## src/rtl/cfa_pkg.sv

```systemverilog
package cfa_pkg;

    // Ratio constants, scaled by 1000 so no division is needed.
    localparam int unsigned K_SCALE = 1000;
    localparam int unsigned K_FAULT = 875;
    localparam int unsigned K_SWAP  = 1140;
    localparam int unsigned K_BLANK = 5;

    // Extra product bits: 1140 < 2^11.
    localparam int unsigned K_BITS  = 11;

    typedef struct packed {
        logic fault;
        logic sel_b;
    } cfa_state_t;

endpackage

```

## src/rtl/cfa_ratio_cmp.sv

```systemverilog
module cfa_ratio_cmp
    import cfa_pkg::*;
#(
    parameter int unsigned MAG_W = 16
) (
    input  logic [MAG_W-1:0] mag_a,
    input  logic [MAG_W-1:0] mag_b,
    input  logic [MAG_W-1:0] full_scale,
    input  logic             sel_b,
    output logic             light_load,
    output logic             mismatch,
    output logic             swap_req
);

    localparam int unsigned PROD_W = MAG_W + K_BITS;

    logic [MAG_W-1:0]  big_mag;
    logic [MAG_W-1:0]  small_mag;
    logic [MAG_W-1:0]  act_mag;
    logic [MAG_W-1:0]  inact_mag;
    logic [PROD_W-1:0] big_blank;
    logic [PROD_W-1:0] fs_blank;
    logic [PROD_W-1:0] small_scaled;
    logic [PROD_W-1:0] big_fault;
    logic [PROD_W-1:0] inact_scaled;
    logic [PROD_W-1:0] act_swap;

    always_comb begin
        if (mag_a >= mag_b) begin
            big_mag   = mag_a;
            small_mag = mag_b;
        end else begin
            big_mag   = mag_b;
            small_mag = mag_a;
        end
        act_mag   = sel_b ? mag_b : mag_a;
        inact_mag = sel_b ? mag_a : mag_b;

        big_blank    = PROD_W'(big_mag)    * PROD_W'(K_SCALE);
        fs_blank     = PROD_W'(full_scale) * PROD_W'(K_BLANK);
        small_scaled = PROD_W'(small_mag)  * PROD_W'(K_SCALE);
        big_fault    = PROD_W'(big_mag)    * PROD_W'(K_FAULT);
        inact_scaled = PROD_W'(inact_mag)  * PROD_W'(K_SCALE);
        act_swap     = PROD_W'(act_mag)    * PROD_W'(K_SWAP);

        light_load = big_blank < fs_blank;
        mismatch   = !light_load && (small_scaled < big_fault);
        swap_req   = !light_load && (inact_scaled > act_swap);
    end

endmodule

```

## src/rtl/cfa_qual_timer.sv

```systemverilog
module cfa_qual_timer #(
    parameter int unsigned TICKS   = 1000,
    parameter bit          RESTART = 1'b0
) (
    input  logic clk,
    input  logic rst_n,
    input  logic strobe,
    input  logic cond,
    output logic expire
);

    localparam int unsigned CNT_W = $clog2(TICKS + 1);
    localparam logic [CNT_W-1:0] LAST = CNT_W'(TICKS - 1);
    localparam logic [CNT_W-1:0] FULL = CNT_W'(TICKS);

    typedef struct packed {
        logic [CNT_W-1:0] cnt;
    } tmr_state_t;

    tmr_state_t st_d, st_q;

    always_comb begin
        st_d   = st_q;
        expire = strobe && cond && (st_q.cnt >= LAST);
        if (strobe) begin
            if (!cond) begin
                st_d.cnt = '0;
            end else if (expire && RESTART) begin
                st_d.cnt = '0;
            end else if (st_q.cnt != FULL) begin
                st_d.cnt = st_q.cnt + 1'b1;
            end
        end
    end

    always_ff @(posedge clk or negedge rst_n) begin
        if (!rst_n) begin
            st_q <= '0;
        end else begin
            st_q <= st_d;
        end
    end

    // a strobe with the condition false restarts the count.
    p_restart_r7: assert property (@(posedge clk) disable iff (!rst_n)
        strobe && !cond |=> st_q.cnt == '0);

    // the count never runs past its limit.
    p_bound_r7: assert property (@(posedge clk) disable iff (!rst_n)
        st_q.cnt <= FULL);

    // no strobe, no progress.
    p_idle_r8: assert property (@(posedge clk) disable iff (!rst_n)
        !strobe |=> $stable(st_q.cnt));

endmodule

```

## src/rtl/chan_fault_arbiter.sv

```systemverilog
module chan_fault_arbiter
    import cfa_pkg::*;
#(
    parameter int unsigned MAG_W     = 16,
    parameter int unsigned FLT_TICKS = 1000,
    parameter int unsigned SWP_TICKS = 1200
) (
    input  logic             clk,
    input  logic             rst_n,
    input  logic             smp_vld,
    input  logic [MAG_W-1:0] mag_a,
    input  logic [MAG_W-1:0] mag_b,
    input  logic [MAG_W-1:0] full_scale,
    output logic             sel_b,
    output logic             fault
);

    cfa_state_t st_d, st_q;

    logic light_load;
    logic mismatch;
    logic swap_req;
    logic flt_expire;
    logic swp_expire;

    cfa_ratio_cmp #(
        .MAG_W(MAG_W)
    ) i_cmp (
        .mag_a      (mag_a),
        .mag_b      (mag_b),
        .full_scale (full_scale),
        .sel_b      (st_q.sel_b),
        .light_load (light_load),
        .mismatch   (mismatch),
        .swap_req   (swap_req)
    );

    cfa_qual_timer #(
        .TICKS   (FLT_TICKS),
        .RESTART (1'b0)
    ) i_flt_tmr (
        .clk    (clk),
        .rst_n  (rst_n),
        .strobe (smp_vld),
        .cond   (mismatch),
        .expire (flt_expire)
    );

    cfa_qual_timer #(
        .TICKS   (SWP_TICKS),
        .RESTART (1'b1)
    ) i_swp_tmr (
        .clk    (clk),
        .rst_n  (rst_n),
        .strobe (smp_vld),
        .cond   (swap_req),
        .expire (swp_expire)
    );

    always_comb begin
        st_d = st_q;
        if (smp_vld) begin
            st_d.fault = mismatch && (st_q.fault || flt_expire);
            if (swp_expire) begin
                st_d.sel_b = ~st_q.sel_b;
            end
        end
    end

    always_ff @(posedge clk or negedge rst_n) begin
        if (!rst_n) begin
            st_q <= '0;
        end else begin
            st_q <= st_d;
        end
    end

    assign sel_b = st_q.sel_b;
    assign fault = st_q.fault;

    // the flag only rises on a qualifying mismatch strobe.
    p_fault_rise_r2: assert property (@(posedge clk) disable iff (!rst_n)
        $rose(st_q.fault) |-> $past(smp_vld && mismatch));

    // a strobe without mismatch drops the flag.
    p_fault_fall_r3: assert property (@(posedge clk) disable iff (!rst_n)
        smp_vld && !mismatch |=> !st_q.fault);

    // the select only moves on a swap strobe.
    p_swap_cause_r4: assert property (@(posedge clk) disable iff (!rst_n)
        !$stable(st_q.sel_b) |-> $past(smp_vld && swap_req));

    // light load clears the flag and holds the select.
    p_light_r6: assert property (@(posedge clk) disable iff (!rst_n)
        smp_vld && light_load |=> !st_q.fault && $stable(st_q.sel_b));

    // idle cycles change nothing.
    p_idle_r8: assert property (@(posedge clk) disable iff (!rst_n)
        !smp_vld |=> $stable(st_q.fault) && $stable(st_q.sel_b));

endmodule

```

## config.mk

```make
export PLATFORM = sky130hd
export DESIGN_NAME = chan_fault_arbiter
export DESIGN_NICKNAME = d
export VERILOG_FILES = /design/src/rtl/cfa_pkg.sv /design/src/rtl/cfa_ratio_cmp.sv /design/src/rtl/cfa_qual_timer.sv /design/src/rtl/chan_fault_arbiter.sv
export SDC_FILE = /design/constraint.sdc
export NUM_CORES = 1
export LEC_CHECK = 0
export BUFFER_PORTS_ARGS = -buffer_cell sky130_fd_sc_hd__buf_2
export CAP_MARGIN = 10
export CORE_MARGIN = 3
export CORE_UTILIZATION = 30
export DETAILED_ROUTE_END_ITERATION = 10
export GPL_TIMING_DRIVEN = 0
export SYNTH_ARGS = -nofsm -noshare
export SYNTH_HDL_FRONTEND = slang
export SYNTH_SLANG_ARGS = --single-unit
```

## constraint.sdc

```tcl
create_clock -name clk -period 9.25 [get_ports clk]
set_input_delay 0.4625 -clock clk [delete_from_list [all_inputs] [get_ports clk]]
set_output_delay 0.4625 -clock clk [all_outputs]
set_load 0.05 [all_outputs]
```

Word-level counts from Yosys, hierarchy flattened
Cells that the tools add are included.
Cells by class
  divide/modulo/power cells: 0
  multiply operators: 6
  reduce and logical (&&, ||, !) cells: 12
  mux-type cells: 9
  bitwise logic cells: 1
  $add $sub $neg: 2
  shift operators: 0
  order comparisons: 6
  equal/unequal tests: 4
Operator list (number)
  $mul 16x7->23 const B: 3
  $mux 16: 4
  $mux 11: 3
  $gt 26x27->1: 1
  $lt 26x19->1: 1
  $lt 26x26->1: 1
  $mul 16x10->26 const B: 1
  $mul 16x9->25 const B: 1
  $mux 10: 2
  $mul 16x3->19 const B: 1
  $ge 16x16->1: 1
  $add 11x1->11 const B: 1
  $ge 11x11->1 const B: 1
  $ne 11x11->1 const B: 1
  $add 10x1->10 const B: 1
  $ge 10x10->1 const B: 1
  $ne 10x10->1 const B: 1
  $logic_and 1x1->1: 7
  $reduce_and 2->1: 3
  $ne 3x3->1 const B: 1
  $ne 2x2->1 const B: 1
  $logic_not 1->1: 1
  $logic_or 1x1->1: 1
  $not 1->1: 1
Storage, ports and cells
  output and inout bits: 2
  memories: 0
  bits in read-only memories: 0
  bits in registers: 23
  input port bits: 51
  memory bits (writable): 0
  logic and storage cells: 44
  bits in latches: 0

Depth between registers and ports, before layout
Gate-level depths: netlist of run 1.
  depth after elaboration: 10
  depth in mapped cells: 43
  gate-level depth less buffers: 40

Cells and area by module
From an unflattened synthesis of run 1, not the netlist that was laid out.
Unflattened totals
  cell total of the unflattened synthesis: 2107
  area total of the unflattened synthesis: 18828.1 um2
Modules (own cells, without submodules)
  cfa_ratio_cmp: area an instance 17374.2 um2, cells an instance 1950, times used 1, seq. area each 0.0 um2
  cfa_qual_timer at i_swp_tmr: area an instance 716.9 um2, cells an instance 77, times used 1, seq. area each 275.3 um2
  cfa_qual_timer at i_flt_tmr: area an instance 660.6 um2, cells an instance 73, times used 1, seq. area each 250.2 um2
  chan_fault_arbiter: area an instance 76.3 um2, cells an instance 7, times used 1, seq. area each 50.0 um2

Worst setup path before layout of run 1
No wires, ideal clock.
  path kind: input to register
  from: input mag_a[0]
  to: register i_flt_tmr.st_q[0] in the netlist's numbering
  arrival: 9.276 ns
  cell stages on the path: 40
  path buffers: 3
  slack: -0.113 ns
  data required time: 9.163 ns
  library setup time: 0.087 ns
  cell sequence: inv_1 > ha_1 > nand2b_1 > a21o_1 > a21o_1 > a21o_1 > a21oi_1 > o21ai_0 > a21oi_1 > clkbuf_1 > buf_1 > buf_2 > mux2i_1 > inv_1 > ha_1 > fa_1 > inv_1 > fa_1 > [... 4 more ...] > inv_1 > ha_1 > a211o_1 > or3_1 > o21ai_0 > a31oi_1 > a21oi_1 > xor2_1 > ha_1 > a21o_1 > a21o_1 > a21oi_1 > o21ai_0 > a211oi_1 > nor2_1 > nor2_1 > o211ai_1 > a22oi_1
Between the ends
  cells in the longest elaborated chain, start to end: 8
  elaborated cells between the ends (all ways): 13
  classes of those cells: mul (3); order compare (3); eq/ne (1); mux (3); reduce/logical (3)
RTL lines
  from (decl): line chan_fault_arbiter.sv:11  | input logic [MAG_W-1:0] mag_a,
  $ge 16x16->1: line cfa_ratio_cmp.sv:29  | if (mag_a >= mag_b) begin
  $mux 16: line cfa_ratio_cmp.sv:29
  $mul 16x7->23: line cfa_ratio_cmp.sv:39  | big_blank = PROD_W'(big_mag) * PROD_W'(K_SCALE);
  $lt 26x19->1: line cfa_ratio_cmp.sv:46  | light_load = big_blank < fs_blank;
  $logic_not 1->1: line cfa_ratio_cmp.sv:47  | mismatch = !light_load && (small_scaled < big_fault);
  $logic_and 1x1->1 (*): line cfa_ratio_cmp.sv:47
  $ne 2x2->1 (no source line)
  $reduce_and 2->1 (no source line)
  to (signal assigned): line cfa_qual_timer.sv:40  | st_q <= st_d;
  to (decl): line cfa_qual_timer.sv:20  | tmr_state_t st_d, st_q;
Mark *: on every way between the ends. The rest lies on a longest branch, timed or not.
A chain may end at the register's enable or synchronous reset.

Worst setup path in the final report of run 1
Ends and elaborated chain as after synthesis.

==> results_dict.tcl, run 1 <==
set metrics [dict create \
    cp-start-kind "input pin" \
    final_common_cell "inv_1" \
    hold_class "input pin to async pin" \
    layout_common_cells "441 x inv_1, 410 x ha_1, 248 x fa_1" \
    cts-root-buf "clkbuf_16" \
    setup_viol 0 \
    worstPathRequired_ns 9.42 \
    top_usage_layer "met2" \
    crit_type "input pin to flip-flop" \
    avgSynthCellArea_sq_um 8.99 \
    crit_path_end_kind "flip-flop" \
    grt_pass1_vias 14555 \
    ant_nets 0 \
    grt_pass1_wl_microns 70600 \
    maxSlewHeadroom_pct 23.2 \
    n_antenna_cell 0 \
    clk-insertion-delay-late_ns 0.26 \
    timing.fmax_mhz 113 \
    fillers 6260 \
    arrival_ns 8.99 \
    gr-usage-met3_pct 0.553 \
    areaGrowthSynthToFinish_pct 10.6 \
    post-dp-hpwl_microns 37100 \
    skew_ns 0.00304 \
    maxCapViolCount 0 \
    io_pins 53 \
    synthDistinctLibCells 69 \
    setup.worst_path.start "mag_a[0]" \
    stdcell_area_sq_um 20400 \
    critPathMaxFanout 10 \
    crit-reg2reg-launch "sel_b" \
    ys_warn_count 0 \
    overflow 0 \
    status "completed" \
    cpPeakStageDelay_ns 0.55 \
    period_needed_ns 8.82 \
    die_h_microns 254 \
    grtUsageTotal_pct 13.1 \
    use_met2_pct 23.1 \
    coreArea_sq_um 60600 \
    clkSinkCount 23 \
    pre_cts_slack_ns -1.97 \
    wl_per_cell_microns 14.4 \
    wirelength_microns 42100 \
    syn_nets 2771 \
    initial_utilization_pct 30.5 \
    drtPass1Iterations 5 \
    slew_viol_final 0 \
    h-tree-depth 1 \
    yosys_most_used_dff "dfrtp_1" \
    finalCritPeriodShare_pct 95.4 \
    fin_util_pct 33.7 \
    ys_ff_latch 23 \
    via_count 14311 \
    tightest_slew_ns 1.15 \
    syn_area_sq_um 18500 \
    gp_congestion 0.853 \
    nets 2861 \
    io_buffers 52 \
    clk_transition_reported_paths_ns 0.06 \
    synthArstFlopShare_pct 100 \
    drive_gt1_share_pct 9.24 \
    row_count 90 \
    synthCells 2053 \
    dieArea_sq_um 64500 \
    drc 0 \
    ys_seq_area_share_pct 3.12 \
    crit_slowest_cell "fa_1" \
    cts_tree "built" \
    synth-edff-count 0 \
    antenna_found_initial 0 \
    post_drt_via_cell_ratio 4.89 \
    numCtsBuffers 3 \
    place_area_sq_um 19700 \
    grt_use_met1_pct 17.9 \
    finalHoldViolations 0 \
    fin_ws_ns 0.429 \
    clock_path_buffers 2 \
    dieWidth_microns 254 \
    initialDrtViolationCount 712 \
    grt_max_degree 24 \
]
[Yosys cell counts, drive strengths merged, types with 3 or more instances]
library cell    n  area [sq um]
a211oi         26           195
o21ai          76           392
nand2b         19           119
a211o           8          70.1
nand4          22           138
o2111ai         6          65.1
xnor2          77           674
nor2           73           274
clkbuf         15          56.3
and3           15          93.8
nand2          67           251
o21bai          8          60.1
ha            418          5230
mux2i          23           230
buf             6          43.8
and4            3          26.3
a31oi           7          43.8
o41ai           3          26.3
nand3          35           175
o22ai           3          18.8
a41oi           3          26.3
nor4b           3          26.3
o2111a          3          33.8
inv           445          1670
o211ai         14           115
o221ai          8          76.3
dfrtp          23           576
or2             8          50.1
nor2b          17           106
nor3           45           225
a2111oi         4          53.8
xor2           52           455
or3            18           113
mux2           31           349
and2            7          43.8
o21a           17           128
a21oi         103           515
a22oi           3          22.5
fa            249          4980
a21o           55           413
o31ai           9          67.6
[per-layer routing]
layer | vias up | wire length [microns]
met3 | 40 | 740
met1 | 7028 | 19800
met4 | 0 | 755
li1 | 7081 | -
met2 | 162 | 20700
met5 | - | 0
[flip-flops by register name (all words and copies together), names as in the netlist]
name,cells
i_swp_tmr.st_q,11
fault,1
sel_b,1
i_flt_tmr.st_q,10
[through the flow]
step / TNS (ns) / cells / hold WS [ns]
floorplan: 0 / 2053 / 0.167
global placement: -40.44 / 2887 / 0.474
detailed placement: -41.83 / 2889 / 0.488
CTS: 0 / 2895 / 0.206
global route: -0.933 / 2924 / 0.233
finish: 0 / 2924 / 0.189
[final cells by class]
cell class                      count  area (sq um)  share of cell area (%)
Multi-Input combinational cell   1563         16400                    80.5
Sequential cell                    23           576                    2.82
Timing Repair Buffer               85           518                    2.54
Tap cell                          782           978                    4.79
Inverter                          446          1690                    8.27
Clock buffer                        4          78.8                   0.386
Buffer                             21           150                   0.736
[final timing paths]
| check | to | slack (ns) | cells after the start |
|---|---|---|---|
| setup / recovery | i_flt_tmr.st_q[0] | 0.43 | 43 |
| hold / removal | i_flt_tmr.st_q[8] | 0.19 | 1 |
| setup reg to reg | i_swp_tmr.st_q[9] | 0.61 | 29 |
| hold reg to reg | i_swp_tmr.st_q[10] | 0.54 | 2 |
| max in group asynchronous | i_swp_tmr.st_q[7] | 8.68 | 1 |
| min in group clk | i_swp_tmr.st_q[10] | 0.54 | 2 |
[critical path: cells and delay by family]
kind / cells / cell delay (ns)
adders and majority gates: 8 / 2.95
AOI/OAI and AO/OA: 18 / 3.15
xor gates and xnor gates: 1 / 0.17
muxes: 1 / 0.31
buffers and inverters: 10 / 1.12
and+or+nand+nor: 5 / 0.83
[timing repair]
| action | CTS | global route |
|---|---|---|
| setup endpoints to repair | 23 | 23 |
| pin swaps | 0 | 7 |
| setup buffers | 2 | 29 |
| hold buffers | 0 | 0 |
| resized for setup | 38 | 56 |
[cell families (layout without fill, tap and decap cells)]
kind of cell	after synthesis	in the layout	share of synthesized area [%]
AO/OA/AOI/OAI	372	372	13.4
XOR/XNOR	129	129	6.12
adder cells (fa/ha/maj)	667	667	55.3
buffers and inverters	467	556	9.61
flip-flops	23	23	3.12
multiplexers	54	54	3.14
AND/OR/NAND/NOR	341	341	9.27
Power of run 1 is left out: the tool's default activity adds up to more than one toggle a clock period on the data nets, which glitch-free logic cannot reach.
==> run 2: changes to the inputs <==
--- a/config.mk
+++ b/config.mk
@@ -7,7 +7,7 @@
 export LEC_CHECK = 0
 export BUFFER_PORTS_ARGS = -buffer_cell sky130_fd_sc_hd__buf_2
 export CAP_MARGIN = 10
-export CORE_MARGIN = 3
+export CORE_MARGIN = 2
 export CORE_UTILIZATION = 30
 export DETAILED_ROUTE_END_ITERATION = 10
 export GPL_TIMING_DRIVEN = 0
==> results_dict.tcl, run 2 (synthesis gave the netlist of run 1 again) <==
set metrics [dict create \
    maxSlewHeadroom_pct 15.5 \
    wirelength_microns 43100 \
    drtPass1Iterations 7 \
    cpPeakStageDelay_ns 0.60 \
    dr_wl_met3_microns 1150 \
    hold_class "input pin to async pin" \
    path_buf_inv 8 \
    tightest_slew_ns 1.26 \
    grt_pass1_wl_microns 72000 \
    overflow 0 \
    gp_congestion 0.881 \
    skew_ns 0.00400 \
    met2WireLength_microns 21000 \
    timing.fmax_mhz 111 \
    finalCritPeriodShare_pct 97.4 \
    fillers 6240 \
    initial_utilization_pct 30.5 \
    cts-root-buf "clkbuf_16" \
    dieArea_sq_um 63500 \
    cts_tree "built" \
    top_regs "i_swp_tmr.st_q x11, i_flt_tmr.st_q x10" \
    pre_cts_slack_ns -1.92 \
    h-tree-depth 1 \
    crit_family "compound AO/OA/AOI/OAI gates" \
    maxCapViolCount 0 \
    die_h_microns 252 \
    clock_path_buffers 2 \
    clkSinkCount 23 \
    nets 2865 \
    drt-met1-wl_microns 20000 \
    antenna_found_initial 0 \
    final_common_cell "inv_1" \
    grt_pass1_vias 14645 \
    io_buffers 52 \
    via_count 14475 \
    arrival_ns 9.13 \
    largest-register "i_swp_tmr.st_q" \
    crit_path_end_kind "flip-flop" \
    initialDrtViolationCount 726 \
    cp_common_cell "a21o_1" \
    grtUsageTotal_pct 13.5 \
    wl_per_cell_microns 14.7 \
    multi_input_area_sq_um 16400 \
    crit_type "input pin to flip-flop" \
    largest_reg_flops 11 \
    period_needed_ns 9.01 \
    worstPathRequired_ns 9.37 \
    coreArea_sq_um 60600 \
    highest_layer "met4" \
    areaGrowthSynthToFinish_pct 10.8 \
    fin_ws_ns 0.244 \
    crit_slowest_cell "or4b_4" \
    postCtsHoldBufs 0 \
    clk_transition_reported_paths_ns 0.06 \
    ant_nets 0 \
    status "completed" \
    post-dp-hpwl_microns 37100 \
    n_antenna_cell 0 \
    grt_max_degree 24 \
    setup_viol 0 \
    dieWidth_microns 252 \
    cp-start-kind "input pin" \
    ff_latch_area_sq_um 576 \
    drive_gt1_share_pct 9.18 \
    numCtsBuffers 3 \
    drc 0 \
    clk-insertion-delay-late_ns 0.25 \
    critPathMaxFanout 10 \
    layout_common_cells "442 x inv_1, 413 x ha_1, 248 x fa_1" \
    row_count 90 \
    slew_viol_final 0 \
    finalHoldViolations 0 \
    io_pins 53 \
    post_drt_via_cell_ratio 4.94 \
]
[run 2: cell count changes in the layout (fill, tap and decap cells not counted), moves of 2 or more]
cell	before	now
ha_1	410	413
ha_4	5	2
buf_12	2	4
clkinv_2	0	2
[run 2: worst paths after layout]
path                       cells after the start               start                 end  slack [ns]
max                                           41            mag_a[0]   i_flt_tmr.st_q[4]        0.24
min                                            1               rst_n   i_flt_tmr.st_q[8]        0.19
max reg2reg                                   28               sel_b   i_swp_tmr.st_q[4]        0.46
min reg2reg                                    2  i_swp_tmr.st_q[10]  i_swp_tmr.st_q[10]        0.54
max in group asynchronous                      1               rst_n   i_swp_tmr.st_q[4]        8.70
min in group clk                               2  i_swp_tmr.st_q[10]  i_swp_tmr.st_q[10]        0.54
[run 2: layout make-up]
cell class	count	share of cell area, %
inverters	446	8.25
flip-flops and latches	23	2.81
multi-input cells	1565	80.2
well taps	782	4.78
clock inverters	1	0.0245
plain buffers	20	0.679
clock buffers	3	0.367
repair buffers	88	2.85
[run 2: layer usage]
metal / global-route usage, % / vias to the layer above
met5: 0 / -
met4: 2.13 / 0
met3: 0.464 / 37
met2: 23.6 / 246
met1: 18.7 / 7100
li1: - / 7092
[run 2: through the flow]
stage	hold WS (ns)	util, %	TNS (ns)	cell area, sq um	std cells
3_5_place_dp	0.487	32.6	-40.66	19700	2889
2_1_floorplan	0.167	-	0	18500	2053
6_report	0.189	33.8	0	20500	2928
5_1_grt	0.228	33.8	-0.281	20500	2928
3_3_place_gp	0.476	32.5	-40.26	19700	2887
4_1_cts	0.207	33.0	0	20000	2898
[run 2: what timing repair did]
item	CTS	global route
setup endpoints to repair	23	23
pin swaps	2	13
buffers inserted	4	28
gates cloned	1	3
gates resized for setup	41	50
Power of run 2 is left out for the same reason.
